`src/rtl/ahb_slot_decoder.sv`:
```
module ahb_slot_decoder #(
  parameter int SW    = 4,
  parameter int NSLOT = 16,
  parameter int DW    = 32
) (
  input  logic                clk,
  input  logic                rst_n,
  input  logic                remap,
  input  logic [SW-1:0]       haddr_hi,
  output logic [NSLOT-1:0]    hsel,
  input  logic [NSLOT*DW-1:0] slv_rdata,
  input  logic [NSLOT-1:0]    slv_ready,
  input  logic [2*NSLOT-1:0]  slv_resp,
  output logic [DW-1:0]       hrdata,
  output logic                hready,
  output logic [1:0]          hresp,
  output logic                hready_slv
);
  localparam logic [SW:0] SLOT_LIM = (SW+1)'(NSLOT);

  logic [SW-1:0] eff;
  logic          mapped;
  logic [SW-1:0] sel_q;
  logic          valid_q;
  logic [DW-1:0] rd_arr [NSLOT];
  logic [1:0]    rsp_arr [NSLOT];

  assign eff    = (remap && haddr_hi[SW-1:1] == '0) ? {haddr_hi[SW-1:1], ~haddr_hi[0]} : haddr_hi;
  assign mapped = {1'b0, eff} < SLOT_LIM;

  for (genvar g = 0; g < NSLOT; g++) begin : g_slot
    assign hsel[g]    = (eff == SW'(g));
    assign rd_arr[g]  = slv_rdata[g*DW +: DW];
    assign rsp_arr[g] = slv_resp[2*g +: 2];
  end

  always_ff @(posedge clk or negedge rst_n) begin
    if (!rst_n) begin
      sel_q   <= '0;
      valid_q <= 1'b0;
    end else if (hready) begin
      sel_q   <= eff;
      valid_q <= mapped;
    end
  end

  assign hready     = valid_q ? slv_ready[sel_q] : 1'b1;
  assign hresp      = valid_q ? rsp_arr[sel_q]   : 2'b00;
  assign hrdata     = valid_q ? rd_arr[sel_q]    : '0;
  assign hready_slv = hready;
endmodule

```
`config.mk`:
```
export PLATFORM = sky130hd
export DESIGN_NAME = ahb_slot_decoder
export DESIGN_NICKNAME = d
export VERILOG_FILES = /design/src/rtl/ahb_slot_decoder.sv
export SDC_FILE = /design/constraint.sdc
export NUM_CORES = 1
export LEC_CHECK = 0
export BUFFER_PORTS_ARGS = -buffer_cell sky130_fd_sc_hd__buf_2
export CAP_MARGIN = 20
export CELL_PAD_IN_SITES_DETAIL_PLACEMENT = 1
export CELL_PAD_IN_SITES_GLOBAL_PLACEMENT = 2
export CORE_AREA = 2 2 241 243
export CTS_BUF_LIST = sky130_fd_sc_hd__clkbuf_4 sky130_fd_sc_hd__clkbuf_8
export CTS_CLUSTER_SIZE = 8
export DETAILED_ROUTE_END_ITERATION = 8
export DIE_AREA = 0 0 243 245
export PLACE_DENSITY = 0.53
export SYNTH_ARGS = -nofsm -noshare
export SYNTH_HDL_FRONTEND = slang
export SYNTH_SLANG_ARGS = --single-unit
```
`constraint.sdc`:
```
create_clock -name clk -period 3.3 [get_ports clk]
set_input_delay 0.495 -clock clk [delete_from_list [all_inputs] [get_ports clk]]
set_output_delay 0.495 -clock clk [all_outputs]
set_load 0.005 [all_outputs]
```
Word level (Yosys, flattened, before mapping)

Cells that the tools add are included.

Bits in registers: 5
Memories: 0
Memory bits (read-only): 0
Latch bits: 0
RAM bits: 0

Add/sub/neg operators: 0
Reductions and logical operators: 3
Multipliers: 0
$lt $le $gt $ge: 2
Bitwise gates (word level): 2
Shift-type cells: 0
Div/mod/pow operators: 0
Multiplexer cells: 12
Equality and inequality tests: 15

Operators by type and width:

| cell                 | count |
|---|---|
| $bmux W32 S4         | 1 |
| $mux W32             | 3 |
| $eq A4 B4 Y1 const B | 8 |
| $eq A4 B3 Y1 const B | 4 |
| $bmux W2 S4          | 1 |
| $eq A4 B2 Y1 const B | 2 |
| $mux W2              | 3 |
| $ge A5 B5 Y1 const B | 1 |
| $lt A4 B5 Y1 const B | 1 |
| $not A4 Y5           | 1 |
| $bmux W1 S4          | 1 |
| $eq A4 B1 Y1 const B | 1 |
| $logic_not A4 Y1     | 1 |
| $logic_not A3 Y1     | 1 |
| $mux W1              | 3 |
| $logic_and A1 B1 Y1  | 1 |
| $not A1 Y1           | 1 |

Logic depth before layout (Yosys ltp)

Gate-level depths: netlist (run 1).

Depth after elaboration: 5
Mapped depth: 9
Mapped depth without buffers: 5

Least setup slack after synthesis (run 1)

OpenSTA, ideal clock, no wires.

Path type: flip-flop to output port
Start point: register sel_q[2]
End point: output port hrdata[31]
Buffers on the path: 3
Slack: 0.740 ns
Stages on the path, launching flop included: 7
Arrival: 2.065 ns
Path through: dfrtp_1 -> clkbuf_1 -> clkbuf_1 -> buf_1 -> mux4_2 -> mux4_2 -> and2_1

Cells in the longest elaborated chain, start to end: 5

Ends and longest elaborated chain:

| what                                        | line | RTL |
|---|---|---|
| from (decl)                                 | 23   | `logic [SW-1:0] sel_q;` |
| from (signal assigned)                      | 39   | `sel_q <= '0;` |
| from (signal assigned)                      | 42   | `sel_q <= eff;` |
| $not A4 Y5 (not written as such)            | 49   | `assign hrdata = valid_q ? rd_arr[sel_q] : '0;` |
| $bmux W32 S4                                | 49   |  |
| $mux W32 (not written as such) (2 in a row) | 49   |  |
| $mux W32                                    | 49   |  |
| to (decl)                                   | 14   | `output logic [DW-1:0] hrdata,` |

No other way between the ends. The select of a mux whose other input is x is not followed.

Worst setup path after layout (run 1)

Start point: register sel_q[0]
End point: output port hrdata[25]

The elaborated chain is that of the path after synthesis.

==> flow_metrics.env, run 1 <==
export IMPL_grt_pass1_vias=6901
export IMPL_ir_drop_mv=0.364
export IMPL_max_stage_delay_ns=0.54
export IMPL_setup_viol=0
export IMPL_cellLeakagePower_uw=0.00398
export IMPL_route_detailed_drc=0
export IMPL_tightest_slew_ns=0.589
export IMPL_ys_seq_area_share_pct=2.64
export IMPL_fp_dieW_um=243
export IMPL_cp_max_fo=25
export IMPL_die_h_um=245
export IMPL_endpoint_kind="output pin"
export IMPL_grt_util_all_layers_pct=10.8
export IMPL_clock_latency_ns=0.22
export IMPL_synth_nets=870
export IMPL_num_vias=6053
export IMPL_period_needed_ns=3.06
export IMPL_cts_buffer_depth=2
export IMPL_pwr_share_comb_pct=93.7
export IMPL_netlist_area_um2=4730
export IMPL_cts_root_buf="clkbuf_8"
export IMPL_final_setup_skew_ns=0.00144
export IMPL_post_place_ws_ns=0.450
export IMPL_hold_worst_slack_ns=0.0855
export IMPL_dp_hpwl_um=30500
export IMPL_worst_slack_ns=0.242
export IMPL_slew_violations=0
export IMPL_tns_ns=0
export IMPL_fmax_ghz=0.327
export IMPL_p_sw_uw=1460
export IMPL_io_buffers=618
export IMPL_relSlewSlack_pct=60.7
export IMPL_cp_slowest_cell="mux4_2"
export IMPL_crit_arrival_ns=2.56
export IMPL_synthCells=303
export IMPL_netlist_cell_type_count=26
export IMPL_io_pins=619
export IMPL_die_area_um2=59500
export IMPL_switching_share_pct=40.0
export IMPL_status="complete, no violations"
export IMPL_grt_max_degree=72
export IMPL_p_clk_share_pct=3.3
export IMPL_yosys_warnings=0
export IMPL_p_int_uw=2190
export IMPL_htreeDepth=1
export IMPL_seqPwrFrac_pct=3.1
export IMPL_clkSlewWorstSetupHoldPaths_ns=0.03
export IMPL_final_hold_viol_count=0
export IMPL_gp_congestion=0.890
export IMPL_cp_cell_sequence="buf_12, buf_4, mux4_2, mux4_2, and2_1, buf_2"
export IMPL_detail_route_first_pass_iterations=5
export IMPL_fin_crit_sh_pct=92.7
export IMPL_cp_num_buf_inv=3
export IMPL_ys_ff_latch=5
export IMPL_syn_avg_cell_area_um2=15.6
export IMPL_layout_drive_gt1_share_pct=91.3
export IMPL_critical_path_top_delay_family="multiplexers"
export IMPL_nets=1469
export IMPL_worstPathRequired_ns=2.80
export IMPL_core_area_um2=57000
export IMPL_clock_sinks=5
export IMPL_post_cts_resized=0
export IMPL_p_per_area_nw_per_um2=413
export IMPL_rows=88
export IMPL_hold_buffers=0
export IMPL_ant_nets=0
export IMPL_cts_setup_buffers=0
export IMPL_timing_worst_setup_path_type="reg -> out"
export IMPL_worst_setup_path_start_kind="flop"
export IMPL_cp_common_cell="mux4_2"
export IMPL_drt_wirelength_per_cell_um=20.3
export IMPL_cts_buffers=3
export IMPL_antenna_found_initial=5
export IMPL_cts_tree="built"
export IMPL_start_util_pct=8.30
export IMPL_drtIter0Drc=190
export IMPL_gr_total_overflow=0
export IMPL_rsz0062_at_grt="no"
export IMPL_min_path_type="in -> async"
export IMPL_viasPerCell=3.63
export IMPL_drv_cap=0
export IMPL_grt_pass1_wl_um=47400
export IMPL_routed_wl_um=33900
export IMPL_syn2layout_area_growth_pct=86.9
## cell usage after synthesis
library cell  instances  area share (%)
o22ai_1               1            0.13
buf_2                 3            0.32
nand2_1               5            0.40
inv_1                 2            0.16
inv_2                 1           0.079
xnor2_1               1            0.19
buf_4                11             1.7
mux4_2              172              82
o221ai_1              1            0.19
and2_1               35             4.6
clkbuf_1             17             1.3
and2b_1               1            0.16
o21ai_0               3            0.32
xor2_1                1            0.19
nor2b_1               2            0.26
o22a_1                1            0.19
nand4_1               1            0.13
nand2b_1              4            0.53
mux2_2                4            0.95
nor3_1                6            0.63
conb_1                1           0.079
buf_6                 4            0.95
buf_1                 9            0.71
dfrtp_1               5             2.6
mux2i_1               2            0.42
nor2_1               10            0.79
## sequential cells by signal, indices dropped and copies added (netlist names)
register / flops
valid_q: 1
sel_q: 4
## final cells by class
class                   count  area [um^2]
inverters                   3         12.5
well taps                 765          957
flip-flops and latches      5          135
fillers                  6833        48200
multi-input cells         251         4360
repair buffers            638         3330
diodes                      2         5.00
clock buffers               4         48.8
## path summary, 6_finish.rpt
check	startpoint	to	slack, ns	cells after the start
worst max-delay path	sel_q[0]	hrdata[25]	0.24	6
worst min-delay path	rst_n	sel_q[2]	0.09	1
worst max register to register	sel_q[0]	sel_q[0]	0.85	7
worst min register to register	sel_q[3]	sel_q[3]	0.59	1
max in group asynchronous	rst_n	sel_q[0]	3.06	1
min in group clk	sel_q[3]	sel_q[3]	0.59	1
## cell families after synthesis
kind of cell | synth area share [%]
AOI/OAI and AO/OA | 0.820
muxes | 83.2
and+or+nand+nor | 7.54
buffers and inverters | 5.31
DFF | 2.64
other | 0.0792
xor gates and xnor gates | 0.370
## worst register-to-register path: stages, from the launching register on
cell     delay, ns
dfrtp_4       0.43
buf_12        0.22
buf_4         0.21
mux4_2        0.48
nor2b_1       0.14
o21ai_0       0.22
and2b_1       0.26
mux2_2        0.37
## routing by layer
layer,vias to the layer above,GRT usage (%),wire length [um]
met5,-,0,13
met2,362,20.3,18000
met4,2,1.75,479
li1,2600,-,-
met1,3065,12.6,12900
met3,24,2.44,2540
## metrics by stage
step           utilization, %  instance area, um^2  std cells  total power, uW
4_1_cts                  15.5                 8840       1666             3740
2_1_floorplan               -                 4730        303             2430
5_1_grt                  15.5                 8840       1667             3930
6_report                 15.5                 8840       1668             3650
3_5_place_dp             15.4                 8790       1662             3610
3_3_place_gp             15.4                 8790       1662             3580
## cell usage in the layout (no fill, tap or decap), types with 2 or more instances in the layout
master,synthesis,routed
and2_1,35,35
dfrtp_4,0,2
nand2b_1,4,4
inv_1,2,2
mux2_2,4,4
mux4_2,172,172
mux2i_1,2,2
nor2_1,10,10
dfrtp_2,0,2
buf_2,3,618
nand2_1,5,5
nor3_1,6,6
o21ai_0,3,3
clkbuf_8,0,3
nor2b_1,2,2
buf_4,11,13
buf_12,0,7
diode_2,0,2
## power groups by stage
stage	registers [uW]	logic, uW	clock network [uW]
after floorplan	86.5	2350	0
after global routing	115	3690	125
final	112	3420	119
after global placement	112	3470	0
after detailed placement	114	3500	0
after CTS	114	3510	122
No activity file was read; power rests on OpenSTA's default activity.
==> run 2, diff against run 1 <==
Settings changed: ABC_AREA set to 1, CORE_AREA 2 2 241 243 to 2 2 243 245, DIE_AREA 0 0 243 245 to 0 0 245 247, PLACE_DENSITY 0.53 to 0.68.
==> run 2 against run 1 <==
Global-route usage grew 4.1 points. Clock-buffer cell count unchanged. Final cell count grew 49%. Area after synthesis grew 19%. Register-to-register slack improved by 0.27 ns.
==> flow_metrics.env, run 2 <==
export IMPL_synth_edf_count=0
export IMPL_route_detailed_drc=0
export IMPL_final_cells=2487
export IMPL_ant_nets=0
export IMPL_die_h_um=247
export IMPL_yosys_warnings=0
export IMPL_io_pins=619
export IMPL_grt_max_degree=115
export IMPL_rsz0062_at_grt="no"
export IMPL_dp_hpwl_um=39600
export IMPL_synth_most_common_cell="nor2_1"
export IMPL_netlist_area_leader_share_pct=30.5
export IMPL_drt_wirelength_per_cell_um=19.4
export IMPL_largest_register_ffs=4
export IMPL_die_area_um2=60500
export IMPL_grt_pass1_vias=10700
export IMPL_reg2reg_depth=9
export IMPL_synthCells=1173
export IMPL_drtIter0Drc=411
export IMPL_antenna_found_initial=18
export IMPL_timing_worst_setup_path_type="reg -> out"
export IMPL_cts_buffers=3
export IMPL_p_per_area_nw_per_um2=777
export IMPL_cts_tree="built"
export IMPL_core_area_um2=58200
export IMPL_post_place_ws_ns=0.418
export IMPL_gr_total_overflow=0
export IMPL_r2r_end="sel_q[0]"
export IMPL_cellLeakagePower_uw=0.00453
export IMPL_clkSlewWorstSetupHoldPaths_ns=0.04
export IMPL_dp_cells=2475
export IMPL_crit_arrival_ns=2.62
export IMPL_tns_ns=0
export IMPL_worstPathRequired_ns=2.80
export IMPL_critical_path_top_delay_family="simple AND/OR/NAND/NOR gates"
export IMPL_max_stage_delay_ns=0.56
export IMPL_rows=89
export IMPL_synthArstFlopShare_pct=100
export IMPL_cp_slowest_cell="dfrtp_4"
export IMPL_fmax_ghz=0.321
export IMPL_relSlewSlack_pct=52.5
export IMPL_min_path_type="in -> async"
export IMPL_r2r_slack_ns=1.12
export IMPL_syn_avg_cell_area_um2=4.79
export IMPL_syn2layout_area_growth_pct=69.0
export IMPL_synth_common_cells="456 x nor2_1, 198 x o21ai_0, 112 x nand3_1"
export IMPL_cp_depth=8
export IMPL_synthTopCellsByArea="nor2_1 30%, o21ai_0 18%, o211ai_1 14%"
export IMPL_switching_share_pct=65.8
export IMPL_netlist_area_um2=5620
export IMPL_gp_congestion=0.912
export IMPL_num_vias=10500
export IMPL_startpoint="sel_q[0]"
export IMPL_ys_ff_latch=5
export IMPL_cts_buffer_depth=2
export IMPL_post_cts_resized=0
export IMPL_clock_sinks=5
export IMPL_top_regs="sel_q (4), valid_q (1)"
export IMPL_seqPwrFrac_pct=2.7
export IMPL_layout_drive_gt1_share_pct=38.7
export IMPL_routed_wl_um=48300
export IMPL_tightest_slew_ns=0.704
export IMPL_cp_num_buf_inv=2
export IMPL_cts_setup_buffers=0
export IMPL_synthFlopType="dfrtp_1"
export IMPL_cp_max_fo=114
export IMPL_n_fill_cell=7629
export IMPL_grt_pass1_wl_um=67900
export IMPL_synth_top_area_cell="nor2_1"
export IMPL_fp_dieW_um=245
export IMPL_critPathCapture="hrdata[21]"
export IMPL_layout_commonest_cell="buf_2"
export IMPL_grt_util_all_layers_pct=14.9
export IMPL_synth_nets=1740
export IMPL_period_needed_ns=3.11
export IMPL_viasPerCell=4.22
export IMPL_worstReg2RegStart="sel_q[0]"
export IMPL_pwr_share_comb_pct=95.6
export IMPL_final_setup_skew_ns=0.000753
export IMPL_final_cell_mix="618 x buf_2, 456 x nor2_1, 198 x o21ai_0"
export IMPL_ys_seq_area_share_pct=2.23
export IMPL_detail_route_first_pass_iterations=5
export IMPL_status="complete, no violations"
export IMPL_htreeDepth=1
export IMPL_worst_slack_ns=0.187
export IMPL_start_util_pct=9.65
export IMPL_io_buffers=618
export IMPL_slew_violations=0
export IMPL_endpoint_kind="output pin"
export IMPL_p_int_uw=2530
export IMPL_ir_drop_mv=0.417
export IMPL_drv_cap=0
export IMPL_hold_buffers=0
export IMPL_cp_cell_sequence="buf_12, nor2_1, nor2_1, o21ai_0, o211ai_1, nand3_1, a21oi_1, buf_2"
export IMPL_p_clk_share_pct=1.7
export IMPL_setup_viol=0
export IMPL_nets=2274
export IMPL_final_hold_viol_count=0
export IMPL_netlist_cell_type_count=24
export IMPL_worst_setup_path_start_kind="flop"
export IMPL_fin_crit_sh_pct=94.3
export IMPL_clock_latency_ns=0.22
export IMPL_cts_root_buf="clkbuf_8"
export IMPL_regMostFlops="sel_q"
export IMPL_p_sw_uw=4850
export IMPL_cp_common_cell="nor2_1"
==> run 2: changes by cell type in the layout (fill, tap and decap cells not counted), sizes merged, moves of 4 or more <==
| cell | change |
|---|---|
| o21ai | +270 |
| mux2 | -4 |
| nor2 | +446 |
| diode | +6 |
| mux4 | -172 |
| nand2b | -4 |
| o211ai | +102 |
| nand2 | +33 |
| and2 | -35 |
| nand3 | +113 |
| a21oi | +34 |
| inv | +22 |
| buf | +9 |
| nor3 | -4 |
==> run 2: cell families after synthesis <==
| family | after synthesis | share of synthesized area [%] |
|---|---|---|
| buffers and inverters | 143 | 12.7 |
| DFF | 5 | 2.23 |
| other | 1 | 0.0668 |
| and+or+nand+nor | 614 | 43.9 |
| xor gates and xnor gates | 1 | 0.156 |
| AOI/OAI and AO/OA | 409 | 41.0 |
==> run 2: worst min-delay path by stage <==
stage	cells after the start	slack, ns	end
2_1_floorplan	0	0.20	sel_q[0]
3_3_place_gp	1	0.32	valid_q
3_5_place_dp	1	0.33	sel_q[1]
4_1_cts	1	0.09	sel_q[2]
5_1_grt	1	0.1	sel_q[0]
6_report	1	0.09	sel_q[2]
==> run 2: per-stage QoR <==
stage	utilization, %	power, uW	hold WS (ns)	area (um^2)
after detailed placement	16.2	7370	0.330	9430
after global routing	16.3	8230	0.0957	9490
after CTS	16.3	7510	0.0919	9480
after floorplan	-	4580	0.199	5620
final	16.3	7380	0.0927	9500
after global placement	16.2	7280	0.323	9430
==> run 2: final cells by class <==
type	instances	area [um^2]	share of cell area [%]
Multi-Input combinational cell	1025	4780	50.4
Timing Repair Buffer	647	3440	36.2
Tap cell	773	967	10.2
Sequential cell	5	138	1.45
Inverter	25	105	1.11
Clock buffer	4	48.8	0.514
Antenna cell	8	20.0	0.211
==> run 2: layer usage <==
metal | global-route usage (%) | vias to the layer above | wire, um
li1 | - | 5094 | -
met1 | 20.2 | 4928 | 22100
met2 | 24.6 | 422 | 22300
met3 | 2.38 | 43 | 3090
met4 | 3.52 | 8 | 814
met5 | 0 | - | 44
==> run 2: power by group through the flow <==
stage	Clock, uW	Sequential (uW)	Combinational, uW
3_3_place_gp	0	204	7080
4_1_cts	126	204	7180
6_report	124	199	7050
5_1_grt	132	212	7890
2_1_floorplan	0	101	4480
3_5_place_dp	0	204	7160
